## config.mk

```make
export PLATFORM = sky130hd
export DESIGN_NAME = tws_sched
export DESIGN_NICKNAME = d
export VERILOG_FILES = /design/src/rtl/tws_pkg.sv /design/src/rtl/tws_starve_ctr.sv /design/src/rtl/tws_entry.sv /design/src/rtl/tws_sched.sv
export SDC_FILE = /design/constraint.sdc
export NUM_CORES = 1
export LEC_CHECK = 0
export ABC_AREA = 1
export BUFFER_PORTS_ARGS = -buffer_cell sky130_fd_sc_hd__buf_2
export CORE_MARGIN = 2
export CORE_UTILIZATION = 49
export DETAILED_ROUTE_END_ITERATION = 8
export PLACE_DENSITY = 0.87
export SLEW_MARGIN = 20
export SYNTH_ARGS = -nofsm -noshare
export SYNTH_HDL_FRONTEND = slang
export SYNTH_HIERARCHICAL = 1
export SYNTH_SLANG_ARGS = --single-unit
```

## constraint.sdc

```tcl
create_clock -name clk -period 1.9 [get_ports clk]
set_input_delay 0.19 -clock clk [delete_from_list [all_inputs] [get_ports clk]]
set_output_delay 0.19 -clock clk [all_outputs]
set_load 0.01 [all_outputs]
```

## src/rtl/tws_pkg.sv

```systemverilog
package tws_pkg;
    localparam int TWS_DATA_W  = 8;
    localparam int TWS_CNT_W   = 5;
    localparam int TWS_THR_RST = 22;
endpackage

```

## src/rtl/tws_starve_ctr.sv

```systemverilog
module tws_starve_ctr #(
    parameter int CNT_W   = tws_pkg::TWS_CNT_W,
    parameter int THR_RST = tws_pkg::TWS_THR_RST
) (
    input  logic             clk,
    input  logic             rst_n,
    input  logic             pend_i,
    input  logic             fetch_i,
    input  logic             cfg_we_i,
    input  logic [CNT_W-1:0] cfg_thr_i,
    output logic             wr_ok_o,
    output logic             hold_o,
    output logic [CNT_W-1:0] cnt_o
);
    localparam logic [CNT_W-1:0] CNT_MAX = {CNT_W{1'b1}};

    typedef struct packed {
        logic [CNT_W-1:0] cnt;
        logic             hold;
        logic [CNT_W-1:0] thr;
    } ctr_st_t;

    ctr_st_t st_d, st_q;
    logic             blocked;
    logic [CNT_W-1:0] cnt_inc;

    always_comb begin
        st_d    = st_q;
        wr_ok_o = pend_i && (!fetch_i || st_q.hold);
        blocked = pend_i && fetch_i && !st_q.hold;
        cnt_inc = (st_q.cnt == CNT_MAX) ? st_q.cnt : st_q.cnt + 1'b1;
        st_d.hold = 1'b0;
        if (blocked) begin
            st_d.cnt  = cnt_inc;
            st_d.hold = (cnt_inc > st_q.thr);
        end else begin
            st_d.cnt  = '0;
        end
        if (cfg_we_i) begin
            st_d.thr = cfg_thr_i;
        end
    end

    always_ff @(posedge clk or negedge rst_n) begin
        if (!rst_n) begin
            st_q.cnt  <= '0;
            st_q.hold <= 1'b0;
            st_q.thr  <= CNT_W'(THR_RST);
        end else begin
            st_q <= st_d;
        end
    end

    assign hold_o = st_q.hold;
    assign cnt_o  = st_q.cnt;


    hold_single_chk: assert property (@(posedge clk) disable iff (!rst_n)
        hold_o |=> !hold_o);

    hold_has_entry_chk: assert property (@(posedge clk) disable iff (!rst_n)
        hold_o |-> pend_i);

    idle_no_count_chk: assert property (@(posedge clk) disable iff (!rst_n)
        !pend_i |=> (cnt_o == '0));

    cnt_saturate_chk: assert property (@(posedge clk) disable iff (!rst_n)
        (cnt_o == CNT_MAX) |=> ((cnt_o == CNT_MAX) || (cnt_o == '0)));
endmodule

```

## src/rtl/tws_entry.sv

```systemverilog
module tws_entry #(
    parameter int DATA_W = tws_pkg::TWS_DATA_W
) (
    input  logic              clk,
    input  logic              rst_n,
    input  logic              wr_ok_i,
    input  logic              req_valid_i,
    input  logic [DATA_W-1:0] req_data_i,
    output logic              req_ready_o,
    output logic              pend_o,
    output logic [DATA_W-1:0] data_o
);
    typedef struct packed {
        logic              pend;
        logic [DATA_W-1:0] data;
    } ent_st_t;

    ent_st_t st_d, st_q;
    logic    take;

    always_comb begin
        st_d        = st_q;
        req_ready_o = !st_q.pend || wr_ok_i;
        take        = req_valid_i && req_ready_o;
        if (take) begin
            st_d.pend = 1'b1;
            st_d.data = req_data_i;
        end else if (wr_ok_i) begin
            st_d.pend = 1'b0;
        end
    end

    always_ff @(posedge clk or negedge rst_n) begin
        if (!rst_n) begin
            st_q <= '0;
        end else begin
            st_q <= st_d;
        end
    end

    assign pend_o = st_q.pend;
    assign data_o = st_q.data;


    capture_chk: assert property (@(posedge clk) disable iff (!rst_n)
        (req_valid_i && req_ready_o) |=> (pend_o && (data_o == $past(req_data_i))));

    hold_payload_chk: assert property (@(posedge clk) disable iff (!rst_n)
        (pend_o && !wr_ok_i) |=> (pend_o && $stable(data_o)));
endmodule

```

## src/rtl/tws_sched.sv

```systemverilog
module tws_sched #(
    parameter int DATA_W  = tws_pkg::TWS_DATA_W,
    parameter int CNT_W   = tws_pkg::TWS_CNT_W,
    parameter int THR_RST = tws_pkg::TWS_THR_RST
) (
    input  logic              clk,
    input  logic              rst_n,
    input  logic              fetch_active_i,
    input  logic              cfg_we_i,
    input  logic [CNT_W-1:0]  cfg_thresh_i,
    input  logic              req_valid_i,
    input  logic [DATA_W-1:0] req_data_i,
    output logic              req_ready_o,
    output logic              tbl_we_o,
    output logic [DATA_W-1:0] tbl_wdata_o,
    output logic              fetch_hold_o,
    output logic [CNT_W-1:0]  starve_cnt_o
);
    logic pend;
    logic wr_ok;

    tws_entry #(.DATA_W(DATA_W)) u_entry (
        .clk         (clk),
        .rst_n       (rst_n),
        .wr_ok_i     (wr_ok),
        .req_valid_i (req_valid_i),
        .req_data_i  (req_data_i),
        .req_ready_o (req_ready_o),
        .pend_o      (pend),
        .data_o      (tbl_wdata_o)
    );

    tws_starve_ctr #(.CNT_W(CNT_W), .THR_RST(THR_RST)) u_ctr (
        .clk       (clk),
        .rst_n     (rst_n),
        .pend_i    (pend),
        .fetch_i   (fetch_active_i),
        .cfg_we_i  (cfg_we_i),
        .cfg_thr_i (cfg_thresh_i),
        .wr_ok_o   (wr_ok),
        .hold_o    (fetch_hold_o),
        .cnt_o     (starve_cnt_o)
    );

    assign tbl_we_o = wr_ok;


    write_slot_chk: assert property (@(posedge clk) disable iff (!rst_n)
        tbl_we_o |-> (!fetch_active_i || fetch_hold_o));

    hold_writes_chk: assert property (@(posedge clk) disable iff (!rst_n)
        fetch_hold_o |-> tbl_we_o);

    clear_after_write_chk: assert property (@(posedge clk) disable iff (!rst_n)
        (tbl_we_o && !(req_valid_i && req_ready_o)) |=> (starve_cnt_o == '0));
endmodule

```

# After elaboration in Yosys (flattened, before gate mapping)
# Index checks and enable logic that the tools add are counted.
[totals]
ff_bits = 20
elab_cells = 23
input_bits = 18
output_inout_bits = 16
[classes]
reduce_logical = 10
n_eq_ne = 1
order_cmp = 1
n_mux = 5
add_sub_neg = 1
[op_table]
columns = ["operator", "n"]
rows = [
  ["$mux W5", 2],
  ["$add A5 B1 Y5 const B", 1],
  ["$eq A5 B5 Y1 const B", 1],
  ["$gt A5 B5 Y1", 1],
  ["$logic_and A1 B1 Y1", 4],
  ["$logic_not A1 Y1", 3],
  ["$mux W1", 3],
  ["$logic_or A1 B1 Y1", 2],
  ["$reduce_bool A2 Y1", 1],
]

# Logic depth before layout (Yosys ltp)
[depth]
word_depth = 6
ltp_mapped = 13
ltp_nobuf = 13

# By module
# The synthesis kept the hierarchy.
[modules_own_cells]
columns = ["mod", "cells_each", "area_each_um2", "seq_area_each_um2", "n_inst"]
rows = [
  ["tws_starve_ctr", 82, 675.6, 279.0, 1],
  ["tws_entry", 39, 367.9, 225.2, 1],
]

# Worst setup path before layout
# Ideal clock, no wire load.
[synth_path]
kind = "register to register"
from = "reg u_ctr.st_q, in the netlist u_ctr/cnt_o[0]"
to = "reg u_ctr.st_q, in the netlist u_ctr/hold_o"
n_path_buf = 0
synth_period_minus_slack_ns = 1.616
path_stages_with_launch = 12
setup_ns = 0.071
t_arrival_ns = 1.545
required_time_ns = 1.829
setup_slack_ns = 0.284
path_cell_list = "dfrtp_1 ha_1 nand3_2 nor2_2 nand2_1 nand2_1 inv_1 ha_1 nand2_1 nor3_1 nor2_1 nor2_1"
[synth_rtl]
columns = ["item", "line", "rtl"]
rows = [
  ["start: declaration", "tws_starve_ctr.sv:23", "ctr_st_t st_d, st_q;"],
  ["start signal: assignment", "tws_starve_ctr.sv:50", "st_q <= st_d;"],
]

==> summary.txt <==
STA
  • Final Critical Period: 1.76 ns
  • RSZ-0062 raised after global routing: false
  • Max Clock Freq: 569 MHz
  • Final Hold Slack: 0.110 ns
  • Max_slew headroom: 70.3%
  • Final hold vios: 0
  • Tightest Pin Transition: 0.445 ns
  • Final TNS setup: 0 ns
  • Slew Viols, Final: 0
  • Final setup fails: 0
  • Clk_skew: 0.0130 ns
  • Part of the cycle the worst path needs: 92.5%

Power
  • Leakage: 0.000722 µW
  • Peak supply drop: 792 µV
  • P per Cell Area: 1100 mW/mm²

Finish
  • Ant diodes: 0
  • Area grow syn2layout: 20.9%
  • Cell area after layout: 0.00126 mm²
  • Share of cells above drive strength 1: 34.4%
  • Nets: 179
  • Post-Layout Cell Count: 181
  • Fill cell instance count of the final layout: 171

CTS
  • Reg clk slew, reported paths: 0.12 ns
  • H-tree levels: 1
  • Clk buf depth: 2
  • CTS tree: done
  • Clock Sink Count: 20
  • Clock latency on the worst-skew pair: 0.29 ns
  • CTS Root Cell: clkbuf_4
  • Total CTS buffers: 3

Die
  • Core Region: 0.00198 mm²
  • Site row count: 16
  • Die height: 50.1 µm
  • Horiz. Die Dim: 50.1 µm
  • Starting Density: 52.7%
  • Die footprint: 0.00251 mm²
  • I/O pins: 34

Route
  • 1st-iter DRT viols: 4
  • DRC viols: 0
  • Wire length per cell: 11.1 µm
  • Pre-Repair DR Iteration Count: 4
  • Via Count: 864
  • Routed vias/inst: 4.77
  • Final ANT Viol Nets: 0
  • WL final: 2010 µm

Synthesis
  • EDFF count, synth: 0
  • Mux contribution to synthesized area: 1.08%
  • Cell count after synthesis: 121
  • Post-Syn Area: 0.00104 mm²
  • Post-Synth Simple-Gate Area: 26.4%
  • Post-synth cell types: 21
  • Sequential-to-total area share from yosys stat: 48.3%
  • Synth Area in XOR/XNOR: 0.839%
  • Post-Synth Adder-Cell Area: 7.19%
  • Warnings, synthesis: 6
  • Ys async rst share: 100%
  • Dominant synthesized flop cell: dfrtp_1
  • Syn Area/Cell: 8.62 µm²
  • Synthesized flop and latch total: 20
  • Area contributors post-synth: dfrtp_1 (41%), nand2_1 (14%), dfstp_2 (7.6%), ha_1 (7.2%), inv_1 (5.4%)
  • Compound-gate portion of the synthesized area: 4.56%
  • Cell taking the most area after synthesis: dfrtp_1
  • Share of the synthesized area in the top cell type: 40.8%
  • Mapped Nets: 145
  • Largest family of logic cells by synthesized area: simple AND/OR/NAND/NOR gates

Global route
  • Vias in the first global route: 810
  • Largest net degree at the start of global routing: 21
  • Initial antenna violation count: 0
  • GRT Total Usage: 16.9%
  • Grt total ovfl: 0
  • First-pass GRT wire length: 3240 µm

Critical path
  • Reg2reg start: u_ctr/cnt_o[0]
  • CP Data Required Time: 2.12 ns
  • Crit-path slowest cell: dfrtp_1
  • Crit-path most repeated cell: nand2_1
  • Crit-path max cell delay: 0.45 ns
  • Kind of critical path: reg -> reg
  • Delay-heaviest family, CP: simple AND/OR/NAND/NOR gates
  • Crit end category: flip-flop
  • CP Launch Type: flip-flop
  • Critical-path cell list: ha_4 -> nand3_2 -> nor2_4 -> nand2_1 -> nand2_1 -> inv_1 -> ha_1 -> nand2_1 -> nor3_2 -> nor2_1 -> nor2_1
  • Buf+Inv Stages, Crit Path: 1
  • Worst EP arrival: 1.98 ns
  • Critical path fanouts, max: 4
  • Crit path launch: u_ctr/cnt_o[0]

Min path
  • Class of the worst hold path: in -> reg
  • Worst Hold Launch: cfg_thresh_i[4]

Run status
  • Status: complete, no violations

Place
  • Dpl cell area: 0.00118 mm²
  • Global placement routability congestion: 0.821
  • DP Cell Count: 173
  • Port buffer count: 33
  • Post-detail-place hpwl: 1470 µm

Flow run
  • Max Cap Viol: 0
[report_power, final]
part	total (µW)	switching [µW]	internal [µW]
Combinational	555	324	231
Clock	204	123	81.5
Sequential	628	78.0	550
Total	1390	525	863
[path summary, 6_finish.rpt]
kind                                           to  slack (ns)  cells after the start
worst max-delay path                 u_ctr/hold_o        0.14                     11
worst min register to register  u_entry/data_o[0]        0.48                      2
max in group asynchronous           u_ctr/st_q[1]        1.19                      2
worst max register to register       u_ctr/hold_o        0.14                     11
min in group asynchronous          u_ctr/cnt_o[2]        0.35                      2
worst min-delay path                u_ctr/st_q[4]        0.11                      3
[layout make-up]
cell class | count | area (µm²) | area share, %
inverter | 15 | 56.3 | 4.46
timing repair buffer | 37 | 198 | 15.7
tap | 27 | 33.8 | 2.68
multi-input combinational | 78 | 443 | 35.1
sequential | 20 | 504 | 40.0
clock buffer | 4 | 26.3 | 2.08
[worst register-to-register path: cells and delay by family (launching register included)]
family | cells | cell delay, ns
fa+ha+maj | 2 | 0.46
simple gates | 8 | 0.73
flops | 1 | 0.45
buf+inv | 1 | 0.04
[Yosys cell counts, types with 3 or more instances]
cell     number
o21ai_0       4
a21oi_1       4
nor2_1        3
nand3_1      10
inv_1        15
ha_1          6
buf_4         5
dfstp_2       3
nand2_1      38
dfrtp_1      17
nand2_2       3
[cells by family after synthesis]
| logic type | after synthesis |
|---|---|
| simple gates | 61 |
| flops | 20 |
| xor+xnor | 1 |
| buf+inv | 23 |
| mux | 1 |
| compound gates | 9 |
| fa+ha+maj | 6 |
[placed cells by master (no fill, tap or decap)]
| cell type | synthesis | layout |
|---|---|---|
| buf_2 | 1 | 33 |
| nor3_2 | 0 | 1 |
| nand4_2 | 1 | 1 |
| nand2_2 | 3 | 4 |
| clkbuf_1 | 0 | 1 |
| a21boi_0 | 1 | 1 |
| nand3_1 | 10 | 10 |
| dlygate4sd3_1 | 0 | 1 |
| nor2_2 | 2 | 1 |
| o21ai_0 | 4 | 4 |
| inv_1 | 15 | 15 |
| dfstp_2 | 3 | 3 |
| mux2_2 | 1 | 1 |
| ha_1 | 6 | 5 |
| nor2_4 | 0 | 1 |
| xnor2_1 | 1 | 1 |
| nand4_1 | 2 | 2 |
| dfrtp_1 | 17 | 17 |
| nand2_1 | 38 | 37 |
| nand3_2 | 1 | 1 |
| ha_4 | 0 | 1 |
| a21oi_1 | 4 | 4 |
| clkbuf_4 | 0 | 3 |
| nor2_1 | 3 | 3 |
| buf_4 | 5 | 3 |
[layer usage]
metal	vias up	GRT usage (%)	share of wire, %
met3	2	5.06	7.7
met1	393	18.7	43
li1	440	-	-
met5	-	0	0
met2	29	30.0	49
met4	0	6.94	0.65
[stage by stage]
stage / setup WS, ns / utilization [%] / total power, µW
4_1_cts: 0.0266 / 61.2 / 1360
2_1_floorplan: 0.284 / - / 994
3_5_place_dp: 0.0694 / 59.4 / 1150
5_1_grt: 0.00168 / 63.6 / 1500
3_3_place_gp: 0.188 / 59.4 / 1130
6_report: 0.143 / 63.6 / 1390
[sequential cells by signal, summed over array words and instances (netlist names)]
| name | flops |
|---|---|
| u_ctr/st_q | 5 |
| u_entry/data_o | 8 |
| u_ctr/hold_o | 1 |
| u_ctr/cnt_o | 5 |
| u_entry/pend_o | 1 |
[timing repair]
item | in CTS | in global routing
buffers inserted | 0 | 3
endpoints found under the setup margin | 0 | 1
resized for setup | 0 | 5
endpoints found under the hold margin | 17 | 0
hold buffers | 1 | 0
(Power assumes the default switching activity.)
